===== src/rtl/gate_seq_pkg.sv =====
package gate_seq_pkg;

  typedef enum logic [1:0] {
    VOTE_NONE = 2'd0,
    VOTE_POS  = 2'd1,
    VOTE_NEG  = 2'd2
  } vote_e;

  typedef enum logic [1:0] {
    ST_OFF  = 2'd0,
    ST_DEAD = 2'd1,
    ST_WAIT = 2'd2,
    ST_RUN  = 2'd3
  } seq_state_e;

  // strobes from the sequencing control to the PWM datapath
  typedef struct packed {
    logic run;
    logic polPos;
  } seq_strobe_t;

endpackage


===== src/rtl/gsPolarityCtrl.sv =====
module gsPolarityCtrl
  import gate_seq_pkg::*;
#(
  parameter int V_W      = 16,
  parameter int HYST     = 64,
  parameter int DWELL    = 64,
  parameter int DEAD_CYC = 200
) (
  input  logic                  clk,
  input  logic                  rstN,
  input  logic                  enable,
  input  logic signed [V_W-1:0] gridV,
  input  logic                  periodEnd,
  output seq_strobe_t           strobes
);

  localparam int RUN_W  = $clog2(DWELL + 1);
  localparam int DEAD_W = $clog2(DEAD_CYC + 1);
  localparam logic signed [V_W-1:0] hystHi = HYST[V_W-1:0];
  localparam logic signed [V_W-1:0] hystLo = -hystHi;

  vote_e            vote, lastVote;
  logic [RUN_W-1:0] runCnt;
  logic             stable, votePos, flip;
  seq_state_e       state;
  logic             polPos;
  logic [DEAD_W-1:0] deadCnt;

  // sign vote with a dead band around zero
  always_comb begin
    if (gridV > hystHi)      vote = VOTE_POS;
    else if (gridV < hystLo) vote = VOTE_NEG;
    else                     vote = VOTE_NONE;
  end

  // length of the current run of identical votes, saturating at DWELL
  always_ff @(posedge clk or negedge rstN) begin
    if (!rstN) begin
      runCnt   <= '0;
      lastVote <= VOTE_NONE;
    end else if (!enable || vote == VOTE_NONE) begin
      runCnt   <= '0;
      lastVote <= VOTE_NONE;
    end else if (vote == lastVote) begin
      if (!stable) runCnt <= runCnt + 1'b1;
    end else begin
      runCnt   <= RUN_W'(1);
      lastVote <= vote;
    end
  end

  assign stable  = (runCnt == RUN_W'(DWELL));
  assign votePos = (lastVote == VOTE_POS);
  assign flip    = stable && (votePos != polPos);

  always_ff @(posedge clk or negedge rstN) begin
    if (!rstN) begin
      state   <= ST_OFF;
      polPos  <= 1'b0;
      deadCnt <= '0;
    end else if (!enable) begin
      state <= ST_OFF;
    end else begin
      unique case (state)
        ST_OFF: if (stable) begin
          polPos <= votePos;
          state  <= ST_WAIT;
        end
        ST_RUN, ST_WAIT: begin
          if (flip) begin
            polPos  <= votePos;
            deadCnt <= '0;
            state   <= ST_DEAD;
          end else if (state == ST_WAIT && periodEnd) begin
            state <= ST_RUN;
          end
        end
        ST_DEAD: begin
          if (deadCnt == DEAD_W'(DEAD_CYC - 1)) state <= ST_WAIT;
          else deadCnt <= deadCnt + 1'b1;
        end
        default: state <= ST_OFF;
      endcase
    end
  end

  assign strobes.run    = (state == ST_RUN);
  assign strobes.polPos = polPos;

endmodule


===== src/rtl/gsPwmPath.sv =====
module gsPwmPath
  import gate_seq_pkg::*;
#(
  parameter int PERIOD = 10000
) (
  input  logic                             clk,
  input  logic                             rstN,
  input  logic [$clog2(PERIOD + 1)-1:0]    duty,
  input  logic                             trip,
  input  seq_strobe_t                      strobes,
  output logic                             periodEnd,
  output logic [1:0]                       hfGate,
  output logic [1:0]                       legGate
);

  localparam int CNT_W  = $clog2(PERIOD);
  localparam int DUTY_W = $clog2(PERIOD + 1);

  logic [CNT_W-1:0]  carrier;
  logic [DUTY_W-1:0] dutyQ;
  logic              hfOn, allow;

  assign periodEnd = (carrier == CNT_W'(PERIOD - 1));

  always_ff @(posedge clk or negedge rstN) begin
    if (!rstN) begin
      carrier <= '0;
      dutyQ   <= '0;
    end else if (periodEnd) begin
      carrier <= '0;
      dutyQ   <= duty;
    end else begin
      carrier <= carrier + 1'b1;
    end
  end

  assign hfOn  = (DUTY_W'(carrier) < dutyQ);
  assign allow = strobes.run && !trip;

  // leg 0 serves the positive half cycle, leg 1 the negative one
  for (genvar leg = 0; leg < 2; leg++) begin : g_leg
    assign legGate[leg] = allow && (strobes.polPos == 1'(leg == 0));
    assign hfGate[leg]  = legGate[leg] && hfOn;
  end

endmodule


===== src/rtl/invGateSeq.sv =====
module invGateSeq
  import gate_seq_pkg::*;
#(
  parameter int V_W      = 16,
  parameter int HYST     = 64,
  parameter int DWELL    = 64,
  parameter int DEAD_CYC = 200,
  parameter int PERIOD   = 10000,
  localparam int DUTY_W  = $clog2(PERIOD + 1)
) (
  input  logic                  clk,
  input  logic                  rstN,
  input  logic                  enable,
  input  logic                  trip,
  input  logic signed [V_W-1:0] gridV,
  input  logic [DUTY_W-1:0]     duty,
  output logic                  gS1,
  output logic                  gS2,
  output logic                  gS3,
  output logic                  gS4,
  output logic                  gSA,
  output logic                  gSB
);

  seq_strobe_t strobes;
  logic        periodEnd;
  logic [1:0]  hfGate, legGate;

  gsPolarityCtrl #(
    .V_W(V_W), .HYST(HYST), .DWELL(DWELL), .DEAD_CYC(DEAD_CYC)
  ) u_ctrl (
    .clk(clk), .rstN(rstN), .enable(enable), .gridV(gridV),
    .periodEnd(periodEnd), .strobes(strobes)
  );

  gsPwmPath #(.PERIOD(PERIOD)) u_path (
    .clk(clk), .rstN(rstN), .duty(duty), .trip(trip), .strobes(strobes),
    .periodEnd(periodEnd), .hfGate(hfGate), .legGate(legGate)
  );

  assign gS1 = hfGate[0];
  assign gS2 = hfGate[1];
  assign gSA = legGate[0];
  assign gS4 = legGate[0];
  assign gSB = legGate[1];
  assign gS3 = legGate[1];

endmodule


===== config.mk =====
export PLATFORM = sky130hd
export DESIGN_NAME = invGateSeq
export DESIGN_NICKNAME = d
export VERILOG_FILES = /design/src/rtl/gate_seq_pkg.sv /design/src/rtl/gsPolarityCtrl.sv /design/src/rtl/gsPwmPath.sv /design/src/rtl/invGateSeq.sv
export SDC_FILE = /design/constraint.sdc
export NUM_CORES = 1
export LEC_CHECK = 0
export BUFFER_PORTS_ARGS = -buffer_cell sky130_fd_sc_hd__buf_2
export CAP_MARGIN = 20
export CORE_UTILIZATION = 56
export DETAILED_ROUTE_END_ITERATION = 10
export PLACE_DENSITY_LB_ADDON = 0.3
export SETUP_SLACK_MARGIN = 0.1
export SLEW_MARGIN = 20
export SYNTH_ARGS = -nofsm -noshare
export SYNTH_HDL_FRONTEND = slang
export SYNTH_SLANG_ARGS = --single-unit

===== constraint.sdc =====
create_clock -name clk -period 2.1 [get_ports clk]
set_clock_uncertainty 0.05 [all_clocks]
set_input_delay 0.21 -clock clk [delete_from_list [all_inputs] [get_ports clk]]
set_output_delay 0.21 -clock clk [all_outputs]
set_load 0.01 [all_outputs]

# Word level (Yosys, flattened, before mapping)
# Cells that the tools add are included.
[totals] output_inout_bits=6 reg_bits=48
[classes] n_bitwise=1 order_cmp=3 muxes=20 n_addsub=3 n_reduce_logical=18 n_eq_ne=17
[ops] operator="$mux W7" n=3
[ops] operator="$mux W2" n=9
[ops] operator="$gt A16 B8 Y1 const B" n=1
[ops] operator="$lt A16 B7 Y1 const B" n=1
[ops] operator="$mux W8" n=2
[ops] operator="$pmux W8 S2" n=1
[ops] operator="$add A14 B1 Y14 const B" n=1
[ops] operator="$eq A14 B14 Y1 const B" n=1
[ops] operator="$lt A14 B14 Y1" n=1
[ops] operator="$mux W14" n=1
[ops] operator="$add A8 B1 Y8 const B" n=1
[ops] operator="$eq A8 B8 Y1 const B" n=1
[ops] operator="$reduce_and A4 Y1" n=2
[ops] operator="$add A7 B1 Y7 const B" n=1
[ops] operator="$eq A7 B7 Y1 const B" n=1
[ops] operator="$logic_and A1 B1 Y1" n=7
[ops] operator="$ne A2 B1 Y1 const B" n=3
[ops] operator="$ne A3 B2 Y1 const B" n=2
[ops] operator="$pmux W2 S3" n=1
[ops] operator="$eq A2 B1 Y1 const B" n=2
[ops] operator="$eq A2 B2 Y1 const B" n=2
[ops] operator="$logic_not A2 Y1" n=2
[ops] operator="$ne A4 B2 Y1 const B" n=1
[ops] operator="$reduce_bool A2 Y1" n=2
[ops] operator="other kinds (11)" n=13

# Logic depth before layout (Yosys ltp)
[depth] word_depth=6 mapped_depth=7 ltp_nobuf=6

# Cells and area by module
# A second synthesis with hierarchy kept.
[unflattened] cells_unflattened=283 hier_area_um2=2745.1
[by_module_without_submodules] module="gsPwmPath" area_each_um2=1544.0 cells_per_inst=155 instances=1
[by_module_without_submodules] module="gsPolarityCtrl" area_each_um2=1186.1 cells_per_inst=126 instances=1
[by_module_without_submodules] module="invGateSeq" area_each_um2=15.0 cells_per_inst=2 instances=1

# Worst setup path before layout
# OpenSTA, ideal clock, no wires.
[synth_timing] path_type="register to output" start="register u_path.carrier[13]" end="output port gS1" arrival_ns=1.834 stages_incl_launch_ff=5 path_slack_ns=0.006 cell_sequence="dfrtp_1 > ha_1 > a2111oi_0 > o21ai_0 > a2111oi_0"
[synth_between] elab_chain_len=2
[synth_lines] element="start, declared" line_no="gsPwmPath.sv:19" source="logic [CNT_W-1:0] carrier;"
[synth_lines] element="start signal, assigned" line_no="gsPwmPath.sv:33" source="carrier <= carrier + 1'b1;"
[synth_lines] element="$lt A14 B14 Y1" line_no="gsPwmPath.sv:37" source="assign hfOn = (DUTY_W'(carrier) < dutyQ);"
[synth_lines] element="$logic_and A1 B1 Y1" line_no="gsPwmPath.sv:43" source="assign hfGate[leg] = legGate[leg] && hfOn;"
[synth_lines] element="end, declared" line_no="invGateSeq.sv:17" source="output logic gS1,"
# No other way between the ends.

# Final worst setup path
[layout_timing] start="register u_path.dutyQ[13]" end="output port gS1"
[layout_between] elab_chain_len=2
[layout_lines] element="start, declared" line_no="gsPwmPath.sv:20" source="logic [DUTY_W-1:0] dutyQ;"
[layout_lines] element="start signal, assigned" line_no="gsPwmPath.sv:31" source="dutyQ <= duty;"
[layout_lines] element="$lt A14 B14 Y1" line_no="gsPwmPath.sv:37"
[layout_lines] element="$logic_and A1 B1 Y1" line_no="gsPwmPath.sv:43"
# No other way between the ends.

==> impl_metrics.toml <==
[setup_path]
reg2reg_slack_ns = 0.32
crit_buf_inv = 3
cp_cell_sequence = "inv_2 > ha_4 > buf_6 > nand4_1 > nor2_2 > a2111oi_2 > buf_2"
required_ns = 1.84
crit_fanout = 2
cpMaxStageDelayCell = "dfrtp_1"
start_kind = "register"
cp_slowest_stage_delay_ns = 0.38
crit_type = "register to primary output"
reg2reg_from = "u_path.carrier[0]$_DFF_PN0_"
reg2reg_depth = 7
r2r_end = "u_path.dutyQ[8]$_DFFE_PN0N_"
cp-end-kind = "primary output"
critPathTopFamily = "flip-flops"
worst_ep_arrival_time_ns = 1.87

[detailed_routing]
first_pass_iters = 4
wl_per_cell_um = 13.7
drc_errors = 0
vias_per_cell = 5.43
drt-initial-drc-count = 95
drtAntennaViolNets = 0
vias = 2020
wirelength_um = 5110

[worst_hold_path]
min-delay-start = "duty[2]"
holdPathStages = 3
hold_path.class = "primary input to register"
hold_path_end = "u_path.dutyQ[2]$_DFFE_PN0N_"

[synthesis]
avgSynthCellArea_um2 = 9.87
synthFlopType = "dfrtp_1"
synth_edf_count = 0
async_flop_share = 1.00
ys_types = 44
syn_nets = 312
seq_area_frac_synth = 0.466
synth.cell_area_um2 = 2580
ys_seq_elements = 48
yosys_warnings = 0
syn-instance-count = 261

[placed_design]
place_hpwl_um = 3680
placedCellCount = 359
place.gp.congestion = 0.919
port_buffers = 39

[grt]
antenna_found_initial = 0
grt_pass1_wl_um = 8280
grt_max_degree = 21
overflow = 0
grt_pass1_vias = 1906
grt.total_usage = 0.216

[cells_and_area]
multiInputGateArea_um2 = 1380
drive_above_1_share = 0.288
n_fill_cell = 336
area.growth.synth_to_final_pct = 23.1
diodes = 0
stdcell_count = 372
final_nets = 370
seq_area_um2 = 1200

[clocking]
cts_htree_levels = 2
clk_latency_ns = 0.30
clock_path_buffers = 2
cts.clk_slew.worst_paths_ns = 0.09
cts-root-buf = "clkbuf_8"
clkSinkCount = 48
cts_tree = "yes"
numCtsBuffers = 5

[die]
num_io_pins = 40
dieArea_um2 = 4880
fp.dieW_um = 69.8
start_util = 0.588
rows = 24
die_h_um = 69.8
coreArea_um2 = 4380

[run_status]
status = "finished, violations left"
violations = "setup timing"

[sta]
drv_slew = 0
finalWorstSetupSlack_ns = -0.0254
max_clock_freq_ghz = 0.471
rsz0062_at_grt = "yes"
period_needed_ns = 2.13
setup_viol = 2
tns_ns = -0.0337
worstMarginPinSlew_ns = 0.445
relSlewSlack = 0.703
hold_slack_ns = 0.0573
fin_crit_sh = 1.01
hold_viol = 0

[power]
peakVddDrop_v = 0.000414
total_leakage_power_nw = 1.53
power_density_nw_per_um2 = 532
total_power_mw = 1.69

[flow_run]
drv_cap = 0
==> cell usage in the layout, fill, tap and decap left out, drive strengths merged, types with 3 or more instances in the layout <==
cell type	instances
buf	55
dfrtp	48
nand2	26
nor2	26
inv	22
o21ai	20
ha	17
xor2	12
xnor2	11
nand3	9
nand4	8
a21oi	7
and3	6
nor3	5
clkbuf	5
nor4	5
and4	3
nor3b	3
a2111oi	3
==> flip-flops by register name (all words and copies together), names as in the netlist <==
signal,flops
u_path.carrier,14
u_ctrl.state,2
u_ctrl.runCnt,7
u_ctrl.polPos,1
u_path.dutyQ,14
u_ctrl.lastVote,2
u_ctrl.deadCnt,8
==> cell families (layout without fill, tap and decap cells) <==
logic type | count (synthesis) | after routing | synth area share
and+or+nand+nor | 99 | 99 | 0.208
muxes | 3 | 3 | 0.0141
xor gates and xnor gates | 23 | 23 | 0.0782
adders and majority gates | 17 | 17 | 0.0826
AOI/OAI and AO/OA | 44 | 44 | 0.108
DFF | 48 | 48 | 0.466
buffers and inverters | 27 | 86 | 0.0427
==> area by class of cell <==
cell class                      instances  share of cell area
Clock buffer                            5              0.0217
Tap cell                               52              0.0205
Sequential cell                        48               0.380
Multi-Input combinational cell        186               0.434
Timing Repair Buffer                   56               0.104
Clock inverter                          3              0.0134
Inverter                               22              0.0260
==> layer usage <==
metal / global-route usage / vias to the layer above / share of wire
met5: 0 / - / 0
li1: - / 1021 / -
met4: 0.0600 / 0 / 0.013
met2: 0.386 / 42 / 0.51
met3: 0.0407 / 7 / 0.032
met1: 0.266 / 950 / 0.45
==> report_power, final <==
part	internal, mW	switching, mW
registers	0.932	0.0107
clock network	0.352	0.300
logic	0.0436	0.0507
==> cells in the mapped netlist, drive strengths merged (6+ instances only) <==
library cell | number | share of area
a21oi | 7 | 0.014
and3 | 6 | 0.015
dfrtp | 48 | 0.47
ha | 17 | 0.083
inv | 22 | 0.032
nand2 | 26 | 0.038
nand3 | 9 | 0.022
nand4 | 8 | 0.019
nor2 | 26 | 0.039
o21ai | 20 | 0.040
xnor2 | 11 | 0.037
xor2 | 12 | 0.041
==> worst max path at each step <==
stage | from | end | slack [ns] | depth (start not counted)
4_1_cts | u_path.carrier[7]$_DFF_PN0_ | gS2 | -0.04 | 6
6_report | u_path.dutyQ[13]$_DFFE_PN0N_ | gS1 | -0.03 | 7
3_3_place_gp | u_path.carrier[13]$_DFF_PN0_ | gS1 | -0.02 | 5
2_1_floorplan | u_path.carrier[13]$_DFF_PN0_ | gS1 | 0.006 | 4
5_1_grt | u_path.dutyQ[13]$_DFFE_PN0N_ | gS1 | -0.11 | 7
3_5_place_dp | u_path.carrier[13]$_DFF_PN0_ | gS2 | -0.05 | 5
==> per-stage QoR <==
| step | area, um2 | utilization | setup slack [ns] |
|---|---|---|---|
| 2_1_floorplan | 2580 | - | 0.00581 |
| 3_3_place_gp | 2900 | 0.662 | -0.0155 |
| 3_5_place_dp | 2900 | 0.662 | -0.0472 |
| 4_1_cts | 3110 | 0.710 | -0.0383 |
| 5_1_grt | 3170 | 0.723 | -0.114 |
| 6_report | 3170 | 0.723 | -0.0254 |
==> worst register-to-register path, delay by kind of cell, from the launching register on <==
kind | cells | cell delay [ns]
AO/OA/AOI/OAI | 1 | 0.08
AND/OR/NAND/NOR | 4 | 0.72
adder cells (fa/ha/maj) | 1 | 0.21
flip-flops | 1 | 0.39
buffers and inverters | 1 | 0.25
==> what timing repair did <==
| action | in CTS | in global routing |
|---|---|---|
| hold buffers | 1 | 0 |
| endpoints found under the hold margin | 18 | 0 |
| endpoints found under the setup margin | 2 | 2 |
| pin swaps | 8 | 3 |
| resized for setup | 16 | 11 |
| setup buffers | 4 | 0 |
Note: power is estimated with default switching activity, not from simulation.
